[src/rtl/gpio_irq_pkg.sv]
package gpio_irq_pkg;

    // Per-pin trigger encoding held in the mode registers
    typedef enum logic [1:0] {
        TRIG_LOW  = 2'd0,
        TRIG_HIGH = 2'd1,
        TRIG_RISE = 2'd2,
        TRIG_FALL = 2'd3
    } trig_mode_e;

    localparam int unsigned REG_IDX_W = 3;
    localparam int unsigned WORD_LSB  = 2;

    // Word index of each register (byte offset / 4)
    typedef enum logic [REG_IDX_W-1:0] {
        REG_DOUT   = 3'd0,
        REG_DIR    = 3'd1,
        REG_PADS   = 3'd2,
        REG_CFG_LO = 3'd3,
        REG_CFG_HI = 3'd4,
        REG_MASK   = 3'd5,
        REG_STAT   = 3'd6,
        REG_BOTH   = 3'd7
    } reg_idx_e;

endpackage

[src/rtl/gpio_pad_sync.sv]
module gpio_pad_sync #(
    parameter int unsigned WIDTH  = 32,
    parameter int unsigned STAGES = 2
) (
    input  logic             clk,
    input  logic             rst_n,
    input  logic [WIDTH-1:0] pad_in,
    output logic [WIDTH-1:0] pad_stat,
    output logic [WIDTH-1:0] pad_prev
);

    logic [STAGES-1:0][WIDTH-1:0] chain_q;
    logic [WIDTH-1:0]             prev_q;

    always_ff @(posedge clk) begin
        if (!rst_n) begin
            chain_q <= '0;
            prev_q  <= '0;
        end else begin
            chain_q[0] <= pad_in;
            for (int s = 1; s < STAGES; s++) begin
                chain_q[s] <= chain_q[s-1];
            end
            prev_q <= chain_q[STAGES-1];
        end
    end

    assign pad_stat = chain_q[STAGES-1];
    assign pad_prev = prev_q;

endmodule

[src/rtl/gpio_irq_detect.sv]
module gpio_irq_detect
    import gpio_irq_pkg::*;
(
    input  logic       cur,
    input  logic       prev,
    input  logic       both_en,
    input  trig_mode_e mode,
    output logic       evt
);

    always_comb begin
        evt = 1'b0;
        if (both_en) begin
            evt = cur ^ prev;
        end else begin
            unique case (mode)
                TRIG_LOW:  evt = ~cur;
                TRIG_HIGH: evt = cur;
                TRIG_RISE: evt = cur & ~prev;
                TRIG_FALL: evt = ~cur & prev;
            endcase
        end
    end

endmodule

[src/rtl/gpio_port_regs.sv]
module gpio_port_regs
    import gpio_irq_pkg::*;
#(
    parameter int unsigned PINS   = 32,
    parameter int unsigned ADDR_W = 6
) (
    input  logic              clk,
    input  logic              rst_n,
    input  logic              bus_sel,
    input  logic              bus_wr,
    input  logic [ADDR_W-1:0] bus_addr,
    input  logic [PINS-1:0]   bus_wdata,
    output logic [PINS-1:0]   bus_rdata,
    input  logic [PINS-1:0]   pad_stat,
    input  logic [PINS-1:0]   evt,
    output logic [PINS-1:0]   dout_q,
    output logic [PINS-1:0]   dir_q,
    output logic [PINS-1:0]   cfg_lo_q,
    output logic [PINS-1:0]   cfg_hi_q,
    output logic [PINS-1:0]   mask_q,
    output logic [PINS-1:0]   stat_q,
    output logic [PINS-1:0]   both_q
);

    localparam int unsigned HIGH_LSB = WORD_LSB + REG_IDX_W;

    logic      in_map;
    logic      wr_hit;
    reg_idx_e  idx;
    logic [PINS-1:0] clr_vec;

    assign in_map = (bus_addr[ADDR_W-1:HIGH_LSB] == '0) && (bus_addr[WORD_LSB-1:0] == '0);
    assign idx    = reg_idx_e'(bus_addr[WORD_LSB +: REG_IDX_W]);
    assign wr_hit = bus_sel && bus_wr && in_map;
    assign clr_vec = (wr_hit && idx == REG_STAT) ? bus_wdata : '0;

    always_ff @(posedge clk) begin
        if (!rst_n) begin
            dout_q   <= '0;
            dir_q    <= '0;
            cfg_lo_q <= '0;
            cfg_hi_q <= '0;
            mask_q   <= '0;
            both_q   <= '0;
        end else if (wr_hit) begin
            unique case (idx)
                REG_DOUT:   dout_q   <= bus_wdata;
                REG_DIR:    dir_q    <= bus_wdata;
                REG_CFG_LO: cfg_lo_q <= bus_wdata;
                REG_CFG_HI: cfg_hi_q <= bus_wdata;
                REG_MASK:   mask_q   <= bus_wdata;
                REG_BOTH:   both_q   <= bus_wdata;
                REG_PADS, REG_STAT: ;
            endcase
        end
    end

    // Status: a new detect wins over a clear in the same cycle
    always_ff @(posedge clk) begin
        if (!rst_n) begin
            stat_q <= '0;
        end else begin
            stat_q <= (stat_q & ~clr_vec) | evt;
        end
    end

    always_comb begin
        bus_rdata = '0;
        if (in_map) begin
            unique case (idx)
                REG_DOUT:   bus_rdata = dout_q;
                REG_DIR:    bus_rdata = dir_q;
                REG_PADS:   bus_rdata = pad_stat;
                REG_CFG_LO: bus_rdata = cfg_lo_q;
                REG_CFG_HI: bus_rdata = cfg_hi_q;
                REG_MASK:   bus_rdata = mask_q;
                REG_STAT:   bus_rdata = stat_q;
                REG_BOTH:   bus_rdata = both_q;
            endcase
        end
    end


    status_sticky_chk: assert property (@(posedge clk) disable iff (!rst_n)
        (($past(stat_q & ~clr_vec) & ~stat_q) == '0));


    status_clear_chk: assert property (@(posedge clk) disable iff (!rst_n)
        (($past(clr_vec & ~evt) & stat_q) == '0));


    status_cause_chk: assert property (@(posedge clk) disable iff (!rst_n)
        (((stat_q & ~$past(stat_q)) & ~$past(evt)) == '0));

endmodule

[src/rtl/gpio_irq_port.sv]
module gpio_irq_port
    import gpio_irq_pkg::*;
#(
    parameter int unsigned PINS        = 32,
    parameter int unsigned ADDR_W      = 6,
    parameter int unsigned SYNC_STAGES = 2
) (
    input  logic              clk,
    input  logic              rst_n,
    input  logic              bus_sel,
    input  logic              bus_wr,
    input  logic [ADDR_W-1:0] bus_addr,
    input  logic [PINS-1:0]   bus_wdata,
    output logic [PINS-1:0]   bus_rdata,
    input  logic [PINS-1:0]   pad_in,
    output logic [PINS-1:0]   pad_out,
    output logic [PINS-1:0]   pad_oe,
    output logic              irq_lo,
    output logic              irq_hi
);

    localparam int unsigned HALF = PINS / 2;

    logic [PINS-1:0] pad_stat, pad_prev, evt_vec, edge_cfg;
    logic [PINS-1:0] dout_q, dir_q, cfg_lo_q, cfg_hi_q, mask_q, stat_q, both_q;
    logic [PINS-1:0] pending;
    trig_mode_e      pin_mode [PINS];

    gpio_pad_sync #(.WIDTH(PINS), .STAGES(SYNC_STAGES)) u_sync (
        .clk      (clk),
        .rst_n    (rst_n),
        .pad_in   (pad_in),
        .pad_stat (pad_stat),
        .pad_prev (pad_prev)
    );

    gpio_port_regs #(.PINS(PINS), .ADDR_W(ADDR_W)) u_regs (
        .clk       (clk),
        .rst_n     (rst_n),
        .bus_sel   (bus_sel),
        .bus_wr    (bus_wr),
        .bus_addr  (bus_addr),
        .bus_wdata (bus_wdata),
        .bus_rdata (bus_rdata),
        .pad_stat  (pad_stat),
        .evt       (evt_vec),
        .dout_q    (dout_q),
        .dir_q     (dir_q),
        .cfg_lo_q  (cfg_lo_q),
        .cfg_hi_q  (cfg_hi_q),
        .mask_q    (mask_q),
        .stat_q    (stat_q),
        .both_q    (both_q)
    );

    for (genvar n = 0; n < PINS; n++) begin : g_pin
        if (n < HALF) begin : g_lo
            assign pin_mode[n] = trig_mode_e'(cfg_lo_q[2*n +: 2]);
        end else begin : g_hi
            assign pin_mode[n] = trig_mode_e'(cfg_hi_q[2*(n-HALF) +: 2]);
        end

        assign edge_cfg[n] = both_q[n] | cfg_bit_edge(pin_mode[n]);

        gpio_irq_detect u_det (
            .cur     (pad_stat[n]),
            .prev    (pad_prev[n]),
            .both_en (both_q[n]),
            .mode    (pin_mode[n]),
            .evt     (evt_vec[n])
        );
    end

    function automatic logic cfg_bit_edge(input trig_mode_e m);
        return (m == TRIG_RISE) || (m == TRIG_FALL);
    endfunction

    assign pad_out = dout_q;
    assign pad_oe  = dir_q;
    assign pending = stat_q & mask_q;
    assign irq_lo  = |pending[HALF-1:0];
    assign irq_hi  = |pending[PINS-1:HALF];


    edge_needs_change_chk: assert property (@(posedge clk) disable iff (!rst_n)
        (((evt_vec & edge_cfg) & ~(pad_stat ^ $past(pad_stat))) == '0));


    irq_lo_masked_chk: assert property (@(posedge clk) disable iff (!rst_n)
        irq_lo |-> ((|mask_q[HALF-1:0]) && (|stat_q[HALF-1:0])));


    irq_hi_masked_chk: assert property (@(posedge clk) disable iff (!rst_n)
        irq_hi |-> ((|mask_q[PINS-1:HALF]) && (|stat_q[PINS-1:HALF])));

endmodule

[config.mk]
export PLATFORM = sky130hd
export DESIGN_NAME = gpio_irq_port
export DESIGN_NICKNAME = d
export VERILOG_FILES = /design/src/rtl/gpio_irq_pkg.sv /design/src/rtl/gpio_pad_sync.sv /design/src/rtl/gpio_irq_detect.sv /design/src/rtl/gpio_port_regs.sv /design/src/rtl/gpio_irq_port.sv
export SDC_FILE = /design/constraint.sdc
export NUM_CORES = 1
export LEC_CHECK = 0
export BUFFER_PORTS_ARGS = -buffer_cell sky130_fd_sc_hd__buf_2
export CAP_MARGIN = 5
export CORE_ASPECT_RATIO = 0.8
export CORE_MARGIN = 10
export CORE_UTILIZATION = 35
export DETAILED_ROUTE_END_ITERATION = 8
export GPL_TIMING_DRIVEN = 0
export PLACE_DENSITY = 0.49
export SYNTH_ARGS = -nofsm -noshare
export SYNTH_HDL_FRONTEND = slang
export SYNTH_SLANG_ARGS = --single-unit
[constraint.sdc]
create_clock -name clk -period 2 [get_ports clk]
set_clock_uncertainty 0.15 [all_clocks]
set_input_delay 0.1 -clock clk [delete_from_list [all_inputs] [get_ports clk]]
set_output_delay 0.1 -clock clk [all_outputs]
set_load 0.02 [all_outputs]
# ---- Word-level counts from Yosys, hierarchy flattened
# Index checks and enable logic that the tools add are counted.
dict set report word_totals {
  reg_bits 320
  inputBits 74
  output_inout_bits 98
  word_cells 391
}
dict set report classes {
  eq_ne 103
  muxes 67
  bitwise_logic 165
  n_reduce_logical 46
}
# operator n
set op_table {}
lappend op_table {{$pmux 32 s8} 1}
lappend op_table {{$eq 2x2->1 const B} 64}
lappend op_table {{$pmux 1 s4} 32}
lappend op_table {{$logic_not 2->1} 33}
lappend op_table {{$not 1->1} 65}
lappend op_table {{$and 1x1->1} 64}
lappend op_table {{$and 32x32->32} 2}
lappend op_table {{$eq 2x1->1 const B} 32}
lappend op_table {{$mux 32} 2}
lappend op_table {{$mux 1} 32}
lappend op_table {{$not 32->32} 1}
lappend op_table {{$or 32x32->32} 1}
lappend op_table {{$reduce_or 16->1} 2}
lappend op_table {{$xor 1x1->1} 32}
lappend op_table {{$eq 3x3->1 const B} 4}
lappend op_table {{$reduce_and 2->1} 6}
lappend op_table {{$eq 3x2->1 const B} 2}
lappend op_table {{$logic_and 1x1->1} 4}
lappend op_table {{$eq 3x1->1 const B} 1}
lappend op_table {{$logic_not 3->1} 1}

# ---- Logic depth before layout (Yosys ltp)
dict set report depth {
  word_depth 8
  depth_mapped 7
  depth_no_buf 6
}

# ---- By module
# A second synthesis with hierarchy kept.
dict set report hier_totals {
  hier_cells 1921
  hier_area_um2 16059.2
}
# mod instances cells_per_inst area_each_um2 seq_area_each_um2
set by_module_without_submodules {}
lappend by_module_without_submodules {gpio_port_regs 1 1349 10530.1 4484.3}
lappend by_module_without_submodules {gpio_pad_sync 1 234 2844.0 1921.8}
lappend by_module_without_submodules {gpio_irq_detect 32 10 77.6 0.0}
lappend by_module_without_submodules {gpio_irq_port 1 18 202.7 0.0}

# ---- Least setup slack after synthesis
# OpenSTA, ideal clock, no wires.
dict set report synth_timing {
  path_type {input port to output port}
  startpoint {input bus_addr[4]}
  endpoint {output bus_rdata[14]}
  arrival_ns 1.502
  t_required_ns 1.750
  path_slack_ns 0.248
  stages 7
  path_buffers 3
  cell_sequence {buf_2 -> buf_2 -> buf_2 -> mux2i_1 -> nor3b_1 -> a31oi_1 -> a31oi_1}
}
dict set report synth_between {
  elab_chain_cells 3
  elab_cells_between_ends 10
  cone_classes {eq/ne (7); mux (2); reduce/logical (1)}
}
# element line
set synth_lines {}
lappend synth_lines {{start: declaration} gpio_irq_port.sv:12} ;# input logic [ADDR_W-1:0] bus_addr,
lappend synth_lines {{$eq 3x3->1, or another cell as far along} gpio_port_regs.sv:70} ;# unique case (idx)
lappend synth_lines {{$pmux 32 s8 (*)} gpio_port_regs.sv:70}
lappend synth_lines {{$mux 32 (*)} gpio_port_regs.sv:69} ;# if (in_map) begin
lappend synth_lines {{end: declaration} gpio_irq_port.sv:14} ;# output logic [PINS-1:0] bus_rdata,
# Every way passes the cells marked *; elsewhere a longest branch is shown, timed or not.

# ---- Worst setup path in the final report
dict set report layout_timing {
  startpoint {register u_regs.mask_q[11]}
  endpoint {output irq_lo}
}
dict set report layout_between {
  elab_chain_cells 2
}
# element line
set layout_lines {}
lappend layout_lines {{start: declaration} gpio_port_regs.sv:20} ;# output logic [PINS-1:0] mask_q,
lappend layout_lines {{start signal: assignment} gpio_port_regs.sv:51} ;# REG_MASK: mask_q <= bus_wdata;
lappend layout_lines {{$and 32x32->32} gpio_irq_port.sv:80} ;# assign pending = stat_q & mask_q;
lappend layout_lines {{$reduce_or 16->1} gpio_irq_port.sv:81} ;# assign irq_lo = |pending[HALF-1:0];
lappend layout_lines {{end: declaration} gpio_irq_port.sv:18} ;# output logic irq_lo,
# No other way between the ends.

==> metrics.txt <==
status finished, violations left; clock network power share 46.0%; layout cells sized above 1 20.8%; die area 53,000 µm²; post-route ant nets 0; Crit Path Class register to output pin; Cell Rows 68; synthesized instance count 1,815; GPL Wtd Cong 0.893; hold path start bus_addr[3]; Post-synth EDFFs 0; initial antenna violation count 2; FILL cells 4,322; area of the multi-input gates 8290 µm²; Worst VDD drop 467 µV; RSZ-0062 raised after global routing yes; reg2reg start u_sync.pad_prev[9]; vias in the first global route 14,100; via count 14,300; CTS sink cnt 320; Core Region 43,400 µm²; Worst Setup End Kind output pin; Starting Density 35.6%; final WL 64.0 mm; Synth Flop Type dfxtp_1; combinational share of power 8.5%; power per cell area 749 nW/µm²; Residual DRC 0; Synth Net Count 1,953; flops & latches, synth 320; Post-Syn Area 15,400 µm²; max_cap viols 0; LEAKAGE 7.31 nW; critical path peak fanout 3; clock buffer count from CTS 37; switching share of power 24.9%; syn avg cell area 8.50 µm²; Setup crit start u_regs.mask_q[11]; Flop pwr share 45.5%; Skew-Pair Late Insertion Delay 0.53 ns; fin. max-slew vios 0; NumNets Final 2,238; Layout Cells excl Fill 2,684; wire per inst 23.8 µm; CP required 1.75 ns; most frequent cells in the layout nand2_1 (477), dfxtp_1 (241), buf_2 (175), a21boi_0 (142), inv_1 (119); TritonCTS clock tree yes; post-route setup slack -0.136 ns; share of the yosys chip area belonging to registers 41.5%; Ports 172; worst hold slack 0.0214 ns; die width 255 µm; DIE HEIGHT 208 µm; fmax 0.468 GHz; largest net degree at the start of global routing 14; Netlist cell types 42; period utilization 107%; Max Root-Sink Buffers 3; hold crit path type input port to register; GRT overflow 0; min cycle time layout 2.14 ns; GRT Total Usage 23.6%; Pint 10.9 mW; Seq. cell area 6540 µm²; most common cell after layout, fill and taps aside nand2_1; Placed Cells incl. Taps 2,545; final hold viol count 0; global-route wire length before repair 93.7 mm; Slew headroom 30.2%; violated checks setup timing; worst slew pin tran 1.05 ns; HPWL after detailed placement 47.1 mm; htree depth 2; Final Setup Violations 2; DR vias/cell 5.35; clk slew on worst S/H paths 0.06 ns; PortBufs 170; Area Overhead vs Synth 25.8%; Root Buffer clkbuf_16; fin util 44.7%; Startpoint Class register; YS warnings 0; Initial DRC Count 1,156; WP data arrival 1.89 ns; asr flop ratio synth 0%; switching power 3.62 mW; drt first pass iters 5
==> metrics by stage <==
| step | cell area, µm² | power [mW] | setup WS, ns | setup TNS, ns |
|---|---|---|---|---|
| finish | 19400 | 14.5 | -0.136 | -0.207 |
| global route | 19400 | 15.0 | -0.160 | -0.388 |
| CTS | 19200 | 14.6 | -0.105 | -0.199 |
| detailed placement | 17000 | 7.83 | -1.07 | -79.71 |
| global placement | 17000 | 7.81 | -1.10 | -84.87 |
| floorplan | 15400 | 7.29 | 0.248 | 0 |
==> kinds of logic after synthesis <==
logic type / synth area share [%]
muxes: 6.44
DFF: 41.5
adders and majority gates: 5.19
buffers and inverters: 6.13
AOI/OAI and AO/OA: 21.6
and+or+nand+nor: 19.1
==> flip-flops by register name, indices dropped and copies added, names as in the netlist <==
name	flops
u_sync.chain_q	32
u_regs.dout_q	32
u_sync.pad_stat	32
u_regs.dir_q	32
u_regs.cfg_hi_q	32
u_regs.both_q	32
u_regs.stat_q	32
u_regs.cfg_lo_q	32
u_sync.pad_prev	32
u_regs.mask_q	32
==> cells in the mapped netlist (all sizes together), types with 4 or more instances <==
cell / instances / share of area (%)
mux2i: 33 / 2.1
or3: 6 / 0.24
nor2b: 24 / 0.97
clkbuf: 66 / 1.6
buf: 48 / 1.6
a2111oi: 10 / 0.57
nand2: 483 / 12
a21oi: 41 / 1.3
and2: 97 / 3.9
a22o: 10 / 0.57
ha: 64 / 5.2
o311ai: 22 / 1.2
a211o: 28 / 1.6
nor3b: 11 / 0.53
a221oi: 8 / 0.45
nor2: 31 / 0.75
nand3: 4 / 0.13
nor3: 6 / 0.32
o21ai: 77 / 2.5
a21boi: 224 / 11
dfxtp: 320 / 42
o41a: 10 / 0.73
mux4: 28 / 4.1
inv: 119 / 2.9
o2111ai: 22 / 1.2
==> power groups by stage <==
stage,registers [mW],clock network (mW),logic (mW)
detailed placement,6.76,0,1.07
finish,6.62,6.69,1.24
floorplan,6.71,0,0.580
global route,6.63,7.05,1.33
CTS,6.62,6.80,1.21
global placement,6.76,0,1.05
==> repair_timing <==
action	in CTS	in global routing
setup endpoints to repair	34	104
pin swaps	8	10
buffers inserted	4	5
hold buffers	68	0
endpoints found under the hold margin	256	0
gates resized for setup	143	85
==> area by class of cell <==
class                   instances  share of cell area (%)
multi-input cells            1262                    42.7
flip-flops and latches        320                    33.7
repair buffers                247                    8.65
clock buffers                  53                    5.44
well taps                     560                    3.61
plain buffers                 113                    3.08
inverters                     119                    2.30
clock inverters                 9                   0.516
diodes                          1                  0.0129
==> path summary, 6_finish.rpt <==
check,to,slack (ns),cells past startpoint
setup / recovery,irq_lo,-0.14,4
hold / removal,u_regs.cfg_hi_q[1],0.02,5
setup reg to reg,u_regs.stat_q[9],0.24,6
hold reg to reg,u_sync.pad_stat[12],0.28,1
==> layer usage <==
layer | vias to the layer above | GRT usage (%) | part of all wire [%]
met5 | - | 0 | 0
met4 | 0 | 6.11 | 2.6
met3 | 92 | 3.68 | 6.8
met2 | 502 | 38.4 | 46
met1 | 7040 | 32.0 | 45
li1 | 6714 | - | -
==> critical path: stages (launching register included) <==
cell	delay, ns
dfxtp_2	0.35
a22o_1	0.23
a221oi_2	0.27
nand4_1	0.28
buf_6	0.22
Power figures use the tool's default switching activity.
